**config.mk**
```make
export PLATFORM = sky130hd
export DESIGN_NAME = twostage_wdt
export DESIGN_NICKNAME = d
export VERILOG_FILES = /design/src/rtl/twostage_wdt_pkg.sv /design/src/rtl/wdt_prescale.sv /design/src/rtl/wdt_count.sv /design/src/rtl/wdt_csr.sv /design/src/rtl/twostage_wdt.sv
export SDC_FILE = /design/constraint.sdc
export NUM_CORES = 1
export LEC_CHECK = 0
export ABC_AREA = 1
export CORE_UTILIZATION = 46
export DETAILED_ROUTE_END_ITERATION = 7
export GPL_TIMING_DRIVEN = 1
export HOLD_SLACK_MARGIN = 0.08
export PLACE_DENSITY = 0.83
export SLEW_MARGIN = 20
export SYNTH_ARGS = -nofsm -noshare
export SYNTH_HDL_FRONTEND = slang
export SYNTH_SLANG_ARGS = --single-unit
```
**constraint.sdc**
```tcl
create_clock -name clk_i -period 2.1 [get_ports clk_i]
set_input_delay 0.525 -clock clk_i [delete_from_list [all_inputs] [get_ports clk_i]]
set_output_delay 0.525 -clock clk_i [all_outputs]
set_load 0.1 [all_outputs]
```
**src/rtl/twostage_wdt_pkg.sv**
```systemverilog
package twostage_wdt_pkg;
  localparam int unsigned REG_W = 32;

  typedef struct packed {
    logic [1:0] csel;
    logic       frz;
    logic       en;
    logic       ie;
    logic [1:0] ivl;
    logic       iflag;
    logic       rflag;
    logic       rst_en;
  } wdt_cfg_t;

  function automatic logic [REG_W-1:0] pack_cfg(wdt_cfg_t c);
    logic [REG_W-1:0] r;
    r = '0;
    r[11:10] = c.csel;
    r[9]     = c.frz;
    r[7]     = c.en;
    r[6]     = c.ie;
    r[5:4]   = c.ivl;
    r[3]     = c.iflag;
    r[2]     = c.rflag;
    r[1]     = c.rst_en;
    return r;
  endfunction

  function automatic logic [15:0] div_m1(logic [1:0] s);
    case (s)
      2'd0:    return 16'd0;
      2'd1:    return 16'd255;
      2'd2:    return 16'd2047;
      default: return 16'd65535;
    endcase
  endfunction
endpackage

```
**src/rtl/wdt_prescale.sv**
```systemverilog
module wdt_prescale
  import twostage_wdt_pkg::*;
(
  input  logic       clk_i,
  input  logic       rst_ni,
  input  logic       en_i,
  input  logic       restart_i,
  input  logic [1:0] csel_i,
  output logic       tick_o
);
  logic [15:0] pre_q;

  // >= so a smaller divider chosen mid-count still produces a tick
  assign tick_o = en_i & (pre_q >= div_m1(csel_i));

  always_ff @(posedge clk_i or negedge rst_ni) begin
    if (!rst_ni)        pre_q <= '0;
    else if (restart_i) pre_q <= '0;
    else if (en_i)      pre_q <= tick_o ? '0 : pre_q + 16'd1;
  end

  p_phase_clear_r2: assert property (@(posedge clk_i) disable iff (!rst_ni)
    restart_i |=> pre_q == '0);
endmodule

```
**src/rtl/wdt_count.sv**
```systemverilog
module wdt_count #(
  parameter int unsigned BASE_EXP  = 14,
  parameter int unsigned GRACE_CYC = 1024,
  parameter int unsigned CNT_W     = 21
) (
  input  logic       clk_i,
  input  logic       rst_ni,
  input  logic       tick_i,
  input  logic       en_i,
  input  logic       restart_i,
  input  logic [1:0] load_ivl_i,
  output logic       expire_o
);
  logic [CNT_W-1:0] cnt_q;

  function automatic logic [CNT_W-1:0] load_val(logic [1:0] ivl);
    logic [CNT_W-1:0] one;
    one = 1;
    return one << (BASE_EXP + 2 * int'(ivl));
  endfunction

  assign expire_o = en_i & tick_i & (cnt_q <= 1) & ~restart_i;

  always_ff @(posedge clk_i or negedge rst_ni) begin
    if (!rst_ni)            cnt_q <= load_val(2'd0);
    else if (restart_i)     cnt_q <= load_val(load_ivl_i);
    else if (expire_o)      cnt_q <= CNT_W'(GRACE_CYC);
    else if (en_i & tick_i) cnt_q <= cnt_q - 1'b1;
  end

  p_reload_r4: assert property (@(posedge clk_i) disable iff (!rst_ni)
    restart_i |=> cnt_q == load_val($past(load_ivl_i)));
  p_pause_hold_r5: assert property (@(posedge clk_i) disable iff (!rst_ni)
    (!en_i && !restart_i) |=> $stable(cnt_q));
  p_grace_load_r6: assert property (@(posedge clk_i) disable iff (!rst_ni)
    expire_o |=> cnt_q == CNT_W'(GRACE_CYC));
endmodule

```
**src/rtl/wdt_csr.sv**
```systemverilog
module wdt_csr
  import twostage_wdt_pkg::*;
(
  input  logic             clk_i,
  input  logic             rst_ni,
  input  logic             por_ni,
  input  logic             wr_en_i,
  input  logic [REG_W-1:0] wr_data_i,
  input  logic             expire_i,
  output wdt_cfg_t         cfg_o,
  output logic             restart_o,
  output logic             rst_pulse_o
);
  wdt_cfg_t cfg_q;
  logic     rflag_q;
  logic     pulse_q;
  logic     iflag_d;
  logic     second_exp;
  logic     unused_bits;

  assign unused_bits = ^{wr_data_i[REG_W-1:12], wr_data_i[8]};
  assign restart_o   = wr_en_i & wr_data_i[0];
  assign second_exp  = expire_i & cfg_q.iflag;

  always_comb begin
    iflag_d = cfg_q.iflag;
    if (wr_en_i && wr_data_i[3]) iflag_d = 1'b0;
    if (expire_i && !cfg_q.iflag) iflag_d = 1'b1;
  end

  always_ff @(posedge clk_i or negedge rst_ni) begin
    if (!rst_ni) begin
      cfg_q      <= '0;
      cfg_q.csel <= 2'd1;
      pulse_q    <= 1'b0;
    end else begin
      if (wr_en_i) begin
        cfg_q.csel   <= wr_data_i[11:10];
        cfg_q.frz    <= wr_data_i[9];
        cfg_q.en     <= wr_data_i[7];
        cfg_q.ie     <= wr_data_i[6];
        cfg_q.ivl    <= wr_data_i[5:4];
        cfg_q.rst_en <= wr_data_i[1];
      end
      cfg_q.iflag <= iflag_d;
      pulse_q     <= second_exp & cfg_q.rst_en;
    end
  end

  // reset cause lives in the power-on domain
  always_ff @(posedge clk_i or negedge por_ni) begin
    if (!por_ni)                          rflag_q <= 1'b0;
    else if (second_exp && cfg_q.rst_en)  rflag_q <= 1'b1;
    else if (wr_en_i && wr_data_i[2])     rflag_q <= 1'b0;
  end

  always_comb begin
    cfg_o       = cfg_q;
    cfg_o.rflag = rflag_q;
  end
  assign rst_pulse_o = pulse_q;

  p_iflag_w1c_r9: assert property (@(posedge clk_i) disable iff (!rst_ni)
    (wr_en_i && wr_data_i[3] && !expire_i) |=> !cfg_q.iflag);
  p_iflag_cause_r6: assert property (@(posedge clk_i) disable iff (!rst_ni)
    $rose(cfg_q.iflag) |-> $past(expire_i));
endmodule

```
**src/rtl/twostage_wdt.sv**
```systemverilog
module twostage_wdt
  import twostage_wdt_pkg::*;
#(
  parameter int unsigned BASE_EXP  = 14,
  parameter int unsigned GRACE_CYC = 1024
) (
  input  logic        clk_i,
  input  logic        rst_ni,
  input  logic        por_ni,
  input  logic        wr_en_i,
  input  logic [31:0] wr_data_i,
  output logic [31:0] rd_data_o,
  output logic        irq_o,
  output logic        sys_rst_o
);
  localparam int unsigned GRACE_W = $clog2(GRACE_CYC + 1);
  localparam int unsigned CNT_W   = (BASE_EXP + 7 > GRACE_W) ? BASE_EXP + 7 : GRACE_W;

  wdt_cfg_t cfg;
  logic     restart, tick, expire, rst_pulse;

  wdt_csr u_csr (
    .clk_i, .rst_ni, .por_ni, .wr_en_i, .wr_data_i,
    .expire_i   (expire),
    .cfg_o      (cfg),
    .restart_o  (restart),
    .rst_pulse_o(rst_pulse)
  );

  wdt_prescale u_pre (
    .clk_i, .rst_ni,
    .en_i     (cfg.en),
    .restart_i(restart),
    .csel_i   (cfg.csel),
    .tick_o   (tick)
  );

  wdt_count #(.BASE_EXP(BASE_EXP), .GRACE_CYC(GRACE_CYC), .CNT_W(CNT_W)) u_cnt (
    .clk_i, .rst_ni,
    .tick_i    (tick),
    .en_i      (cfg.en),
    .restart_i (restart),
    .load_ivl_i(wr_data_i[5:4]),
    .expire_o  (expire)
  );

  assign rd_data_o = pack_cfg(cfg);
  assign irq_o     = cfg.iflag & cfg.ie;
  assign sys_rst_o = rst_pulse;

  p_rst_single_r8: assert property (@(posedge clk_i) disable iff (!rst_ni)
    sys_rst_o |=> !sys_rst_o);
  p_rst_flag_r8: assert property (@(posedge clk_i) disable iff (!rst_ni)
    sys_rst_o |-> rd_data_o[2]);
  p_restart_rd0_r1: assert property (@(posedge clk_i) disable iff (!rst_ni)
    wr_en_i |=> !rd_data_o[0]);
endmodule

```
# After elaboration in Yosys (flattened, before gate mapping)
# Index checks and enable logic that the tools add are counted.
[totals]
register_bits = 48
output_inout_bits = 34
wordCells = 49
[op_classes]
add_sub_neg = 3
magnitude_cmp = 2
n_eq_ne = 2
shifts = 1
n_mux = 11
bitwise_logic = 9
n_reduce_logical = 10
[op_table]
columns = ["op", "n"]
rows = [
  ["21-bit 2-to-1 mux", 3],
  ["16-bit 2-to-1 mux", 3],
  ["16-bit one-hot mux with 3 select lines", 1],
  ["1-bit by 32-bit << shifter with 21-bit output (first input constant)", 1],
  ["21-bit by 1-bit less-or-equal comparator with 1-bit output (second input constant)", 1],
  ["21-bit by 1-bit subtractor with 21-bit output (second input constant)", 1],
  ["16-bit by 1-bit adder with 16-bit output (second input constant)", 1],
  ["16-bit >= comparator", 1],
  ["1-bit bitwise AND", 8],
  ["2-bit nonzero test", 3],
  ["4-bit by 3-bit adder with 5-bit output (first input constant)", 1],
  ["1-bit logical AND", 4],
  ["1-bit 2-to-1 mux", 4],
  ["3-bit nonzero test", 1],
  ["2-bit by 1-bit == test with 1-bit output (second input constant)", 1],
  ["2-bit == test (second input constant)", 1],
  ["2-bit logical NOT", 1],
  ["1-bit logical NOT", 1],
  ["1-bit NOT", 1],
]

# Depth between registers and ports, before layout
# Gate-level depths: netlist of run 1.
[depth]
ltp_word = 10
depth_mapped = 18

# Cells and area by module
# Synthesis of run 1 repeated with hierarchy kept, for this count alone.
[unflattened]
cells_unflattened = 478
hier_area_um2 = 3301.9
[modules_own_cells]
columns = ["module", "instances", "cells_per_inst", "area_per_inst_um2", "seq_area_each_um2"]
rows = [
  ["wdt_count", 1, 196, 1366.3, 526.8],
  ["wdt_prescale", 1, 206, 1293.7, 400.4],
  ["wdt_csr", 1, 51, 465.4, 276.5],
  ["twostage_wdt", 1, 25, 176.4, 0.0],
]

# Least setup slack after synthesis of run 1
# No wires, ideal clock.
[synth_timing]
kind = "register -> register"
start = "reg u_csr.cfg_q (netlist bit u_csr.cfg_o[9])"
end = "reg u_cnt.cnt_q[10]"
setup_time_ns = 0.117
t_arrival_ns = 2.450
t_required_ns = 1.983
slack_ns = -0.467
stages_incl_launch_ff = 12
path_cell_list = "dfrtp_1 nand2_1 ha_1 a21oi_1 nor3_1 a211oi_1 nand2_2 nand2_2 nand2_2 buf_4 nand3_1 nand2_1"
[synth_via]
elab_chain_cells = 9
elab_cells_between_ends = 12
classes_between = "1 x order compare; 2 x eq/ne; 3 x mux; 4 x bitwise; 2 x reduce/logical"
[synth_lines]
columns = ["item", "line", "source"]
rows = [
  ["from (decl)", "wdt_csr.sv:14", "wdt_cfg_t cfg_q;"],
  ["2-bit == test (tied with other cells)", "twostage_wdt_pkg.sv:30", "case (s)"],
  ["16-bit one-hot mux with 3 select lines (*)", "twostage_wdt_pkg.sv:30", ""],
  ["16-bit >= comparator (*)", "wdt_prescale.sv:14", "assign tick_o = en_i & (pre_q >= div_m1(csel_i));"],
  ["1-bit bitwise AND (*)", "wdt_prescale.sv:14", ""],
  ["1-bit bitwise AND (*)", "wdt_count.sv:22, wdt_count.sv:28", ""],
  ["1-bit bitwise AND (2 in series)", "wdt_count.sv:22", "assign expire_o = en_i & tick_i & (cnt_q <= 1) & ~restart_i;"],
  ["21-bit 2-to-1 mux", "wdt_count.sv:27", "else if (expire_o) cnt_q <= CNT_W'(GRACE_CYC);"],
  ["21-bit 2-to-1 mux", "wdt_count.sv:26", "else if (restart_i) cnt_q <= load_val(load_ivl_i);"],
  ["to (signal assigned)", "wdt_count.sv:26", ""],
  ["to (signal assigned)", "wdt_count.sv:27", ""],
  ["to (signal assigned)", "wdt_count.sv:28", "else if (en_i & tick_i) cnt_q <= cnt_q - 1'b1;"],
  ["to (decl)", "wdt_count.sv:14", "logic [CNT_W-1:0] cnt_q;"],
]
# Mark *: on every way between the ends. The rest lies on a longest branch, timed or not.
# A chain may end at the register's enable or synchronous reset.

# Worst setup path after layout of run 1
[layout_timing]
start = "reg u_csr.cfg_q (netlist bit u_csr.cfg_o[8])"
end = "reg u_cnt.cnt_q[15]"
# The elaborated chain is that of the path after synthesis.

==> flow_summary_export.csv, run 1 <==
group,metric,value,unit
run_status,status,"complete, but fails checks",
run_status,failed_checks,"setup timing",
synthesis,ys_warn_count,0,
placement,dp_cells,491,
drt,drt.antenna.violating_nets,0,
synthesis,syn_inst,375,
grt,grt_max_degree,27,
synthesis,synth_area,3040,µm²
drt,dr.pass1.iters,4,
clock_tree,numCtsBuffers,5,
sta,setup_viol,29,
synthesis,ys_ff_latch,48,
cells_and_area,syn_to_final_growth,26.8,%
critical_path,critPathMaxStageDelay,0.67,ns
floorplanning,die_area,6940,µm²
sta,final_max_slew_viol_count,0,
clock_tree,clkTransAtPathRegs,0.09,ns
cells_and_area,fillCellCount,504,
critical_path,cp-startpoint,"u_csr.cfg_o[8]",
synthesis,ys.flop_type,"dfrtp_1",
sta,min_period,2.16,ns
power_and_ir_drop,vdd.ir_drop.worst,0.618,mV
sta,fmax,463,MHz
clock_tree,clk_path_buf_depth,2,
critical_path,cp-start-kind,"flip-flop",
synthesis,synth_top_area_share,37.9,%
sta,tightest_slew,0.523,ns
placement,gp_congestion,0.857,
critical_path,cp.arrival,2.38,ns
sta,setup_ws,-0.0587,ns
synthesis,synth-edff-count,0,
worst_hold_path,hold_path.class,"in -> async",
critical_path,crit_chain,"nor2_4 -> inv_2 -> ha_4 -> inv_2 -> nand2_1 -> nand2_1 -> nand2_1 -> nor2_1 -> nor2_1 -> nand2_1 -> nand2_1 -> nand2_2 -> nand2_4 -> nand2_4 -> nand2_8 -> clkbuf_16 -> o22ai_1",
critical_path,path_max_fanout,8,
sta,final_hold_viol_count,0,
clock_tree,root_buffer,"clkbuf_8",
drt,vias_per_cell,5.04,
drt,drt_iter0_drc,131,
placement,post-dp-hpwl,4760,µm
synthesis,yosysTopAreaCell,"dfrtp_1",
placement,port_buffers,26,
synthesis,yosysMostFrequentCell,"nand2_1",
grt,antenna_found_initial,0,
critical_path,critPathRequiredTime,2.32,ns
critical_path,end_kind,"flip-flop",
power_and_ir_drop,power_density,829,nW/µm²
floorplanning,rows,29,
critical_path,cpMostUsedCell,"nand2_1",
critical_path,critical_path_class,"reg -> reg",
floorplanning,initial_core_util,47.9,%
power_and_ir_drop,power_leakage,0.00191,µW
clock_tree,cts_tree,"yes",
critical_path,critPathSlowestCell,"dfstp_4",
floorplanning,die_h,83.3,µm
drt,wl_per_cell,13.0,µm
grt,first_global_vias,2420,
grt,grt_pass1_wl,10800,µm
floorplanning,fp.coreArea,6350,µm²
critical_path,reg2reg_from,"u_csr.cfg_o[8]",
synthesis,async_flop_share,100,%
cells_and_area,stdcell_count,502,
cells_and_area,n_antenna_cell,0,
synthesis,ys_types,37,
drt,wirelength,6530,µm
clock_tree,h-tree-depth,2,
synthesis,synth_area_leaders,"dfrtp_1 38%, nand2_1 8.8%, buf_4 6.7%",
synthesis,seq_area_frac_synth,39.6,%
job,drv_cap,0,
sta,tns,-0.991,ns
sta,rsz0062_at_grt,"true",
sta,whs,0.190,ns
cells_and_area,finalNetCount,473,
sta,maxSlewHeadroom,65.2,%
synthesis,syn_area_per_cell,8.10,µm²
grt,track_usage,19.0,%
sta,fin_crit_sh,103,%
drt,vias,2529,
sta,finClkSkew,0.00727,ns
grt,overflow,0,
cells_and_area,drive_gt1_share,25.6,%
clock_tree,worstSkewPairLatency,0.30,ns
synthesis,synthTopCellsByCount,"71 x nand2_1, 46 x dfrtp_1, 44 x nor2_1, 38 x inv_1, 27 x buf_4",
drt,drc_errors,0,
floorplanning,io-pin-count,70,
floorplanning,die_width,83.3,µm
clock_tree,cts.sinks,48,
-- path summary, 6_finish.rpt --
path                       cells after the start  slack [ns]              end
max                                           17       -0.06  u_cnt.cnt_q[15]
min                                            1        0.19  u_cnt.cnt_q[16]
max reg2reg                                   17       -0.06  u_cnt.cnt_q[15]
max in group asynchronous                      2        1.33   u_csr.cfg_o[8]
min in group clk_i                             2        0.49    u_csr.rflag_q
min reg2reg                                    2        0.49    u_csr.rflag_q
-- power by group --
group | internal, µW | switching, µW
Combinational | 526 | 971
Clock | 234 | 302
Sequential | 1040 | 124
Total | 1800 | 1400
-- final cells by class --
cell class | instances | area, µm² | area share, %
multi-input cells | 277 | 1770 | 46.0
flip-flops and latches | 48 | 1210 | 31.5
repair buffers | 51 | 526 | 13.6
inverters | 41 | 164 | 4.25
well taps | 77 | 96.3 | 2.50
clock buffers | 7 | 76.3 | 1.98
clock inverters | 1 | 5.00 | 0.130
-- flip-flops by register name, summed over array words and instances, names as in the netlist --
| register | count |
|---|---|
| u_csr.rflag_q | 1 |
| u_csr.cfg_o | 9 |
| u_pre.pre_q | 16 |
| u_csr.rst_pulse_o | 1 |
| u_cnt.cnt_q | 21 |
-- layer usage --
metal / global-route usage, % / vias up / part of all wire (%)
met1: 24.3 / 1207 / 42
met2: 33.5 / 51 / 54
met3: 2.88 / 7 / 3.0
met5: 0 / - / 0
met4: 5.02 / 0 / 0.78
li1: - / 1264 / -
-- worst max-delay path, delay by kind of cell, from the launching register on --
family / cells / cell delay [ns]
compound gates: 1 / 0.14
fa+ha+maj: 1 / 0.19
flops: 1 / 0.67
buf+inv: 3 / 0.29
simple gates: 12 / 0.79
-- cells in the final DEF (no fill, tap or decap), types with 2 or more instances in the layout --
cell type / n
dfrtp_1: 43
o22ai_2: 9
clkbuf_1: 2
nand2_4: 5
o21ai_1: 4
o22ai_1: 3
buf_6: 2
o21ai_2: 2
nand3_1: 17
nor3_1: 9
nand2_8: 2
ha_4: 4
buf_4: 27
clkbuf_8: 5
nor3_2: 4
xnor2_1: 5
conb_1: 22
nor2_1: 43
mux2_2: 4
inv_2: 3
nor2_2: 4
a21oi_1: 11
dfrtp_2: 2
nor2_4: 4
nor4_1: 2
a21oi_2: 2
clkdlybuf4s50_1: 13
ha_1: 9
xor2_1: 18
nand2_1: 64
o21ai_0: 4
inv_1: 36
nand2_2: 8
nand4_1: 7
buf_12: 7
-- what timing repair did --
item | 4_1_cts | 5_1_grt
pin swaps | 1 | 3
hold buffers | 0 | 0
endpoints found under the setup margin | 36 | 40
resized for setup | 8 | 26
setup buffers | 0 | 2
gates cloned | 0 | 1
-- stage by stage --
step                total power, µW  setup WS, ns  cell area (µm²)  utilization, %
detailed placement             2560       -0.0953             3580            56.5
global route                   3410        -0.208             3850            60.7
CTS                            3110       -0.0943             3710            58.4
floorplan                      2270       -0.0736             3250               -
finish                         3190       -0.0587             3850            60.7
global placement               2520       -0.0305             3580            56.5
-- logic make-up (layout without fill, tap and decap cells) --
kind of cell	Yosys count	in the layout	share of synthesized area, %
buf+inv	71	100	12.6
fa+ha+maj	13	13	5.35
other cells	1	22	0.123
xor+xnor	23	23	6.63
simple gates	175	175	26.8
flops	48	48	39.6
mux	4	4	1.48
compound gates	40	40	7.41
No activity file was read; power rests on OpenSTA's default activity.
==> inputs of run 2 (changes only) <==
Settings changed: GPL_TIMING_DRIVEN 1 to unset.
==> results of run 2 <==
The final DEF is identical to that of run 1; final timing and power are the same.
